### src/rtl/xcvr_pkg.sv
package xcvr_pkg;
  localparam int unsigned NUM_DIRS = 2;
  localparam int unsigned DIR_AB   = 0;
  localparam int unsigned DIR_BA   = 1;

  typedef struct packed {
    logic en_n;
    logic ld_n;
    logic drv_n;
  } xfer_ctrl_t;
endpackage

### src/rtl/xcvr_hold_bank.sv
module xcvr_hold_bank
  import xcvr_pkg::*;
#(
  parameter int unsigned W = 8
) (
  input  logic         clk,
  input  logic         rst,
  input  xfer_ctrl_t   ctrl,
  input  logic [W-1:0] din,
  output logic [W-1:0] q
);
  logic open_w;
  assign open_w = ~ctrl.en_n & ~ctrl.ld_n;

  always_ff @(posedge clk) begin
    if (rst)         q <= '0;
    else if (open_w) q <= din;
  end
endmodule

### src/rtl/xcvr_drive_stage.sv
module xcvr_drive_stage
  import xcvr_pkg::*;
#(
  parameter int unsigned W = 8
) (
  input  logic         clk,
  input  logic         rst,
  input  xfer_ctrl_t   ctrl,
  input  logic [W-1:0] q,
  output logic [W-1:0] dout,
  output logic [W-1:0] doe
);
  logic drive_q;

  always_ff @(posedge clk) begin
    if (rst) drive_q <= 1'b0;
    else     drive_q <= ~ctrl.en_n & ~ctrl.drv_n;
  end

  assign doe  = {W{drive_q}};
  assign dout = drive_q ? ~q : '0;
endmodule

### src/rtl/xcvr_path.sv
module xcvr_path
  import xcvr_pkg::*;
#(
  parameter int unsigned W = 8
) (
  input  logic         clk,
  input  logic         rst,
  input  xfer_ctrl_t   ctrl,
  input  logic [W-1:0] src,
  output logic [W-1:0] dst,
  output logic [W-1:0] dst_oe
);
  logic [W-1:0] held;

  xcvr_hold_bank #(.W(W)) u_bank (
    .clk(clk), .rst(rst), .ctrl(ctrl), .din(src), .q(held)
  );

  xcvr_drive_stage #(.W(W)) u_drv (
    .clk(clk), .rst(rst), .ctrl(ctrl), .q(held), .dout(dst), .doe(dst_oe)
  );
endmodule

### src/rtl/inv_latch_xcvr.sv
module inv_latch_xcvr
  import xcvr_pkg::*;
#(
  parameter int unsigned W = 8
) (
  input  logic         clk,
  input  logic         rst,
  input  logic [W-1:0] a_in,
  output logic [W-1:0] a_out,
  output logic [W-1:0] a_oe,
  input  logic [W-1:0] b_in,
  output logic [W-1:0] b_out,
  output logic [W-1:0] b_oe,
  input  logic         ab_en_n,
  input  logic         ab_ld_n,
  input  logic         ab_drv_n,
  input  logic         ba_en_n,
  input  logic         ba_ld_n,
  input  logic         ba_drv_n
);
  xfer_ctrl_t   ctrl_v [NUM_DIRS];
  logic [W-1:0] src_v  [NUM_DIRS];
  logic [W-1:0] dst_v  [NUM_DIRS];
  logic [W-1:0] oe_v   [NUM_DIRS];

  assign ctrl_v[DIR_AB] = '{en_n: ab_en_n, ld_n: ab_ld_n, drv_n: ab_drv_n};
  assign ctrl_v[DIR_BA] = '{en_n: ba_en_n, ld_n: ba_ld_n, drv_n: ba_drv_n};
  assign src_v[DIR_AB]  = a_in;
  assign src_v[DIR_BA]  = b_in;

  for (genvar d = 0; d < NUM_DIRS; d++) begin : g_dir
    xcvr_path #(.W(W)) u_path (
      .clk(clk), .rst(rst), .ctrl(ctrl_v[d]), .src(src_v[d]),
      .dst(dst_v[d]), .dst_oe(oe_v[d])
    );
  end

  assign b_out = dst_v[DIR_AB];
  assign b_oe  = oe_v[DIR_AB];
  assign a_out = dst_v[DIR_BA];
  assign a_oe  = oe_v[DIR_BA];
endmodule

### config.mk
export PLATFORM = sky130hd
export DESIGN_NAME = inv_latch_xcvr
export DESIGN_NICKNAME = d
export VERILOG_FILES = /design/src/rtl/xcvr_pkg.sv /design/src/rtl/xcvr_hold_bank.sv /design/src/rtl/xcvr_drive_stage.sv /design/src/rtl/xcvr_path.sv /design/src/rtl/inv_latch_xcvr.sv
export SDC_FILE = /design/constraint.sdc
export NUM_CORES = 1
export LEC_CHECK = 0
export BUFFER_PORTS_ARGS = -buffer_cell sky130_fd_sc_hd__buf_4
export CORE_MARGIN = 3
export CORE_UTILIZATION = 25
export DETAILED_ROUTE_END_ITERATION = 8
export GPL_TIMING_DRIVEN = 0
export PLACE_DENSITY = 0.6
export SLEW_MARGIN = 40
export SYNTH_ARGS = -nofsm -noshare
export SYNTH_HDL_FRONTEND = slang
export SYNTH_SLANG_ARGS = --single-unit
### constraint.sdc
create_clock -name clk -period 2.19 [get_ports clk]
set_input_delay 0.3285 -clock clk [delete_from_list [all_inputs] [get_ports clk]]
set_output_delay 0.3285 -clock clk [all_outputs]
set_load 0.05 [all_outputs]
==> flow_summary.json, run 1 <==
{
  "mostFrequentLayoutCells": "buf_4, dfxtp_1, nor2b_1, o21ai_0, a21oi_1",
  "crit_arrival_ns": 1.29,
  "cts_setup_buffers": 0,
  "grt_pass1_vias": 902,
  "hold_buffers": 0,
  "drv_cap": 0,
  "maxSlewHeadroom": 0.686,
  "wl_per_cell_um": 11.9,
  "hold_path.class": "primary input to flip-flop",
  "fin_crit_ns": 1.62,
  "overflow": 0,
  "final_common_cell": "buf_4",
  "drtIter0Drc": 16,
  "clockBufferDepth": 2,
  "grt_max_degree": 17,
  "hpwl_mm": 1.95,
  "criticalPathCategory": "flip-flop to primary output",
  "ys_ff_latch": 18,
  "hp-start": "ab_drv_n",
  "yosysTopAreaCell": "dfxtp_1",
  "dieWidth_um": 67.1,
  "cts_tree": "yes",
  "drcViolationCount": 0,
  "maxSlewViolCount": 0,
  "placed_area_mm2": 0.00140,
  "clock_sinks": 18,
  "outcome": "completed",
  "gp_congestion": 0.756,
  "syn_inst": 106,
  "p_leak_uw": 0.000687,
  "final-setup-viol-count": 0,
  "cts_max_level": 1,
  "startpoint": "g_dir[1].u_path.u_drv.drive_q",
  "die_y_um": 67.1,
  "cellPowerDensity_mw_per_mm2": 585,
  "fin_crit_sh": 0.738,
  "portBuffers": 54,
  "clkTransAtPathRegs_ns": 0.07,
  "end_kind": "primary output",
  "startpoint_type": "flip-flop",
  "clkLatencyLatePin_ns": 0.25,
  "layout-drive-gt1-share": 0.555,
  "worstPathCellList": "nor2b_1 > buf_4",
  "synth_top_cells_by_area": "dfxtp_1, buf_4, or3b_2",
  "syn_area_per_cell_um2": 8.79,
  "rsz0062_at_grt": "no",
  "slowest_stage": "dfxtp_1",
  "yosys_warnings": 0,
  "vias_per_cell": 4.29,
  "nets": 189,
  "worstReg2RegStart": "g_dir[1].u_path.u_bank.q[0]",
  "vdd_drop_max_mv": 0.400,
  "io_pins": 56,
  "area_growth_pct": 55.6,
  "root_buffer": "clkbuf_8",
  "max_stage_delay_ns": 0.61,
  "ys_seq_area_frac": 0.387,
  "dr.pass1.iters": 4,
  "setup-tns-final_ns": 0,
  "syn_nets": 130,
  "row_count": 21,
  "die-area_mm2": 0.00450,
  "hold_viol": 0,
  "antenna_found_initial": 0,
  "track_usage": 0.113,
  "synth_top_area_frac": 0.387,
  "cts_resized": 0,
  "via_count": 900,
  "num_antenna_cells": 0,
  "cts_buffers": 3,
  "ant_nets": 0,
  "floorplan.initialDensity": 0.269,
  "grt_first_pass_wirelength_mm": 3.91,
  "core_mm2": 0.00347,
  "fin_cells": 210,
  "required_ns": 1.86,
  "skew_ns": 0,
  "path_max_fanout": 16,
  "syn_area_um2": 932,
  "final_area_mm2": 0.00145,
  "ys_types": 11,
  "tightest_slew_ns": 0.471,
  "drt_wl_total_mm": 2.50,
  "clock.fmax_mhz": 618,
  "numPlacedInstances": 206
}
==> metrics by stage <==
stage	utilization	worst slack (ns)	power [µW]	hold WS, ns
final	0.418	0.573	848	0.233
after global routing	0.418	0.458	890	0.212
after CTS	0.418	0.550	861	0.223
after detailed placement	0.402	0.832	589	0.467
after global placement	0.402	0.845	586	0.460
after floorplan	-	0.605	506	0.405
==> critical path: cells and delay by family, from the launching register on <==
kind / cells / cell delay (ns)
and+or+nand+nor: 1 / 0.21
buffers and inverters: 1 / 0.21
DFF: 1 / 0.61
==> area by class of cell <==
class | instances | area [µm²]
multi-input cells | 66 | 410
clock buffers | 4 | 55.1
plain buffers | 22 | 161
fillers | 363 | 2020
repair buffers | 54 | 405
flip-flops and latches | 18 | 360
well taps | 46 | 57.6
==> routing by layer <==
metal,share of wire,track usage
met5,0,0
met4,0,0.0152
met3,0.11,0.0540
met2,0.50,0.206
met1,0.39,0.119
==> cell usage after synthesis <==
cell	number
buf_6	2
clkbuf_2	3
or3b_1	4
nor3_1	2
a21oi_1	16
or3b_2	12
buf_4	16
nor2b_1	16
dfxtp_1	18
buf_1	1
o21ai_0	16
==> logic make-up after synthesis <==
| kind of cell | Yosys count | synth area share |
|---|---|---|
| compound gates | 32 | 0.172 |
| buf+inv | 22 | 0.173 |
| flops | 18 | 0.387 |
| simple gates | 34 | 0.268 |
==> path summary, 6_finish.rpt <==
| kind | cells past startpoint | end | slack (ns) |
|---|---|---|---|
| worst max-delay path | 2 | a_out[6] | 0.57 |
| worst min-delay path | 2 | g_dir[0].u_path.u_drv.drive_q | 0.23 |
| worst max register to register | 2 | g_dir[1].u_path.u_bank.q[0] | 1.55 |
| worst min register to register | 2 | g_dir[0].u_path.u_bank.q[3] | 0.47 |
==> power by group <==
group | total [µW] | internal, µW | switching [µW]
registers | 354 | 342 | 11.5
clock network | 267 | 160 | 108
logic | 226 | 94.9 | 132
total | 848 | 597 | 251
==> state kept, by name (all words and copies together) (netlist names) <==
signal,cells
g_dir.u_path.u_bank.q,16
g_dir.u_path.u_drv.drive_q,2
No activity file was read; power rests on OpenSTA's default activity.
==> run 2: changes to the inputs <==
Settings changed: ABC_AREA set to 1, PLACE_DENSITY 0.6 to 0.62.
Clock period 2.19 ns to 1.42 ns, I/O delays scaled along.
==> flow_summary.json, run 2 <==
{
  "clock.fmax_mhz": 722,
  "regToRegEndpoint": "g_dir[0].u_path.u_bank.q[4]",
  "row_count": 21,
  "overflow": 0,
  "drcViolationCount": 0,
  "p_leak_uw": 0.000868,
  "floorplan.initialDensity": 0.266,
  "dr.pass1.iters": 3,
  "required_ns": 1.21,
  "fin_crit_ns": 1.39,
  "ys_ff_latch": 18,
  "num_antenna_cells": 0,
  "die_y_um": 66.5,
  "fin_crit_sh": 0.976,
  "whs_endpoint": "g_dir[1].u_path.u_drv.drive_q",
  "core_mm2": 0.00344,
  "maxSlewHeadroom": 0.856,
  "die-area_mm2": 0.00442,
  "drtIter0Drc": 8,
  "hold_viol": 0,
  "critPathTopFamily": "buffers and inverters",
  "grt_first_pass_wirelength_mm": 3.24,
  "worstPathCellList": "clkinvlp_4 > nor2_1 > buf_6",
  "portBuffers": 55,
  "fin_cells": 248,
  "clkTransAtPathRegs_ns": 0.06,
  "slowest_stage": "dfxtp_4",
  "final_common_cell": "buf_4",
  "cts_tree": "yes",
  "numPlacedInstances": 241,
  "cts_buffers": 3,
  "synthArstFlopShare": 0,
  "hp-start": "ba_drv_n",
  "hold_buffers": 0,
  "path_max_fanout": 8,
  "clock_sinks": 18,
  "largest_reg_flops": 16,
  "ant_nets": 0,
  "track_usage": 0.0930,
  "yosysTopAreaCell": "dfxtp_1",
  "r2r_cells": 2,
  "worst_hold_path.num_cells": 2,
  "layout-drive-gt1-share": 0.450,
  "multi_input_area_um2": 348,
  "clockBufferDepth": 2,
  "fin_hold_ws_ns": 0.115,
  "max_stage_delay_ns": 0.37,
  "syn_nets": 164,
  "mostFrequentLayoutCells": "buf_4, nor2_1, nand2_1",
  "wl_per_cell_um": 8.60,
  "criticalPathCategory": "flip-flop to primary output",
  "root_buffer": "clkbuf_8",
  "synth_top_cells_by_area": "dfxtp_1, nor2_1, buf_4",
  "final-setup-viol-count": 0,
  "yosys_warnings": 0,
  "hpwl_mm": 1.63,
  "syn_area_um2": 915,
  "clkLatencyLatePin_ns": 0.24,
  "crit_arrival_ns": 1.17,
  "synthTopCellsByCount": "nor2_1, nand2_1, inv_1",
  "grt_pass1_vias": 802,
  "ys.flop_type": "dfxtp_1",
  "synth_most_common_cell": "nor2_1",
  "hold_path.class": "primary input to flip-flop",
  "fill_cells": 388,
  "reg2reg_slack_ns": 0.84,
  "top_register": "g_dir.u_path.u_bank.q",
  "synth_edf_count": 0,
  "area_growth_pct": 69.5,
  "startpoint_type": "flip-flop",
  "top_regs": "g_dir.u_path.u_bank.q x16, g_dir.u_path.u_drv.drive_q x2",
  "maxSlewViolCount": 0,
  "drt_wl_total_mm": 2.13,
  "dieWidth_um": 66.5,
  "drv_cap": 0,
  "gp_congestion": 0.673,
  "tightest_slew_ns": 0.216,
  "worstReg2RegStart": "g_dir[0].u_path.u_bank.q[4]",
  "grt_max_degree": 11,
  "syn_inst": 140,
  "end_kind": "primary output",
  "antenna_found_initial": 0,
  "outcome": "completed",
  "startpoint": "g_dir[0].u_path.u_drv.drive_q",
  "syn_area_per_cell_um2": 6.53,
  "via_count": 947,
  "cts_max_level": 1,
  "rsz0062_at_grt": "yes",
  "crit_buf_inv": 2,
  "ys_types": 8,
  "io_pins": 56,
  "nets": 228,
  "cellPowerDensity_mw_per_mm2": 833,
  "skew_ns": 0,
  "vias_per_cell": 3.82,
  "register_area_um2": 368,
  "ys_seq_area_frac": 0.394,
  "worst_slack_ns": 0.0345,
  "synth_top_area_frac": 0.394,
  "vdd_drop_max_mv": 0.296,
  "pre_cts_ws_ns": 0.189
}
[run 2: power by group]
part	internal [µW]	leakage, µW	switching (µW)
combinational	166	0.000697	229
sequential	535	0.000150	20.5
clock	188	0.0000216	153
[run 2: kinds of logic (layout without fill, tap and decap cells)]
| logic type | after synthesis | count (layout) | share of synthesized area |
|---|---|---|---|
| DFF | 18 | 18 | 0.394 |
| and+or+nand+nor | 84 | 84 | 0.364 |
| buffers and inverters | 38 | 100 | 0.242 |
[run 2: how the worst max path moves through the flow]
stage | endpoint | depth (start not counted)
after global routing | b_out[3] | 3
after detailed placement | b_out[5] | 3
final | b_out[3] | 3
after global placement | b_out[4] | 3
after floorplan | a_out[0] | 2
after CTS | a_out[6] | 3
[run 2: per-layer routing]
layer	global-route usage	routed length [µm]
met1	0.105	901
met4	0.0457	27
met2	0.166	1000
met5	0	0
met3	0.0169	202
[run 2: what timing repair did]
item,CTS,global route
resized for setup,2,26
pin swaps,0,1
setup endpoints to repair,16,16
endpoints found under the hold margin,0,0
buffers inserted,0,4
[run 2: area by class of cell]
cell class | instances | area share
plain buffers | 19 | 0.0969
clock buffers | 3 | 0.0266
inverters | 19 | 0.0508
multi-input cells | 84 | 0.224
flip-flops and latches | 18 | 0.237
well taps | 46 | 0.0371
repair buffers | 59 | 0.327
[run 2: per-stage QoR]
stage | area, µm² | util | TNS (ns) | power, µW
6_report | 1550 | 0.450 | 0 | 1290
5_1_grt | 1550 | 0.450 | -0.482 | 1370
4_1_cts | 1430 | 0.415 | 0 | 1290
3_5_place_dp | 1390 | 0.402 | 0 | 940
3_3_place_gp | 1390 | 0.402 | 0 | 938
2_1_floorplan | 915 | - | -0.497 | 812
==> run 3: changes to the inputs <==
Settings changed: CELL_PAD_IN_SITES_DETAIL_PLACEMENT set to 1, CELL_PAD_IN_SITES_GLOBAL_PLACEMENT set to 2, CORE_UTILIZATION 25 to 18, PLACE_DENSITY 0.62 to unset, PLACE_DENSITY_LB_ADDON set to 0.1.
==> flow_summary.json, run 3 (synthesis results as in run 2) <==
{
  "crit_arrival_ns": 1.16,
  "dr.pass1.iters": 3,
  "drt_wl_total_mm": 2.78,
  "criticalPathCategory": "flip-flop to primary output",
  "die_y_um": 77.3,
  "vdd_drop_max_mv": 0.292,
  "drtIter0Drc": 8,
  "fin_crit_ns": 1.37,
  "multi_input_area_um2": 363,
  "hold_path.class": "primary input to flip-flop",
  "path_max_fanout": 8,
  "tightest_slew_ns": 0.220,
  "vias_per_cell": 3.65,
  "nets": 228,
  "core_mm2": 0.00482,
  "fill_cells": 633,
  "portBuffers": 55,
  "cts_tree": "yes",
  "register_area_um2": 365,
  "rsz0062_at_grt": "yes",
  "track_usage": 0.0909,
  "root_buffer": "clkbuf_8",
  "die-area_mm2": 0.00597,
  "grt_pass1_vias": 891,
  "hold_viol": 0,
  "row_count": 25,
  "fin_crit_sh": 0.967,
  "setup-tns-final_ns": 0,
  "fin_cells": 270,
  "p_leak_uw": 0.000874,
  "placed_area_mm2": 0.00141,
  "grt_max_degree": 11,
  "hold_buffers": 0,
  "cts_max_level": 1,
  "final-setup-viol-count": 0,
  "pre_cts_ws_ns": 0.137,
  "ant_nets": 0,
  "maxSlewHeadroom": 0.853,
  "maxSlewViolCount": 0,
  "drcViolationCount": 0,
  "clock_sinks": 18,
  "final_common_cell": "buf_4",
  "final_area_mm2": 0.00158,
  "clockBufferDepth": 2,
  "via_count": 986,
  "floorplan.initialDensity": 0.190,
  "area_growth_pct": 72.5,
  "gp_congestion": 0.674,
  "reg2reg_slack_ns": 0.83,
  "largest_reg_flops": 16,
  "overflow": 0,
  "clkTransAtPathRegs_ns": 0.07,
  "outcome": "completed",
  "clkLatencyLatePin_ns": 0.25,
  "wl_per_cell_um": 10.3,
  "mostFrequentLayoutCells": "buf_4, nor2_1, nand2_1",
  "num_antenna_cells": 0,
  "grt_first_pass_wirelength_mm": 4.28,
  "worst_slack_ns": 0.0470,
  "cellPowerDensity_mw_per_mm2": 879,
  "startpoint_type": "flip-flop",
  "end_kind": "primary output",
  "numPlacedInstances": 262,
  "drv_cap": 0,
  "antenna_found_initial": 0,
  "utilization": 0.328,
  "clock.fmax_mhz": 728,
  "skew_ns": 0,
  "top_regs": "g_dir.u_path.u_bank.q x16, g_dir.u_path.u_drv.drive_q x2",
  "cts_buffers": 3,
  "dieWidth_um": 77.3,
  "top_register": "g_dir.u_path.u_bank.q",
  "required_ns": 1.21,
  "layout-drive-gt1-share": 0.473,
  "hpwl_mm": 2.13,
  "io_pins": 56
}
[run 3: path summary, 6_finish.rpt]
path                                   endpoint                     startpoint  cells after the start
setup / recovery                       b_out[0]  g_dir[0].u_path.u_drv.drive_q                      4
setup reg to reg    g_dir[0].u_path.u_bank.q[5]    g_dir[0].u_path.u_bank.q[5]                      2
hold reg to reg     g_dir[1].u_path.u_bank.q[7]    g_dir[1].u_path.u_bank.q[7]                      2
hold / removal    g_dir[1].u_path.u_drv.drive_q                       ba_drv_n                      2
[run 3: stage by stage]
| stage | total power (µW) | hold WS [ns] |
|---|---|---|
| after floorplan | 812 | 0.284 |
| after global placement | 941 | 0.377 |
| after detailed placement | 949 | 0.379 |
| after CTS | 1400 | 0.0893 |
| after global routing | 1470 | 0.0958 |
| final | 1390 | 0.101 |
[run 3: final cells by class]
class                   count  share of cell area
clock buffers               4              0.0349
inverters                  19              0.0476
plain buffers              19              0.0952
multi-input cells          84               0.230
well taps                  67              0.0531
repair buffers             59               0.308
flip-flops and latches     18               0.232
[run 3: repair_timing]
action                     in CTS  in global routing
hold endpoints to repair        0                  0
gates resized for setup         3                 20
gates cloned                    0                  0
setup endpoints to repair      16                  8
buffers inserted                0                  4
[run 3: critical path: stages, from the launching register on]
cell and delay, ns:
dfxtp_4 0.39, clkinvlp_4 0.10, buf_12 0.15, nor2_2 0.10
buf_6 0.16
[run 3: power by group]
part,internal [µW],switching (µW)
combinational,164,234
clock,247,184
sequential,536,22.8
[run 3: layer usage]
metal  part of all wire  global-route usage  up-vias
met1               0.47               0.128      433
met4              0.014              0.0427        0
met2               0.46               0.133       38
met3              0.052              0.0153        4
li1                   -                   -      511
met5                  0                   0        -
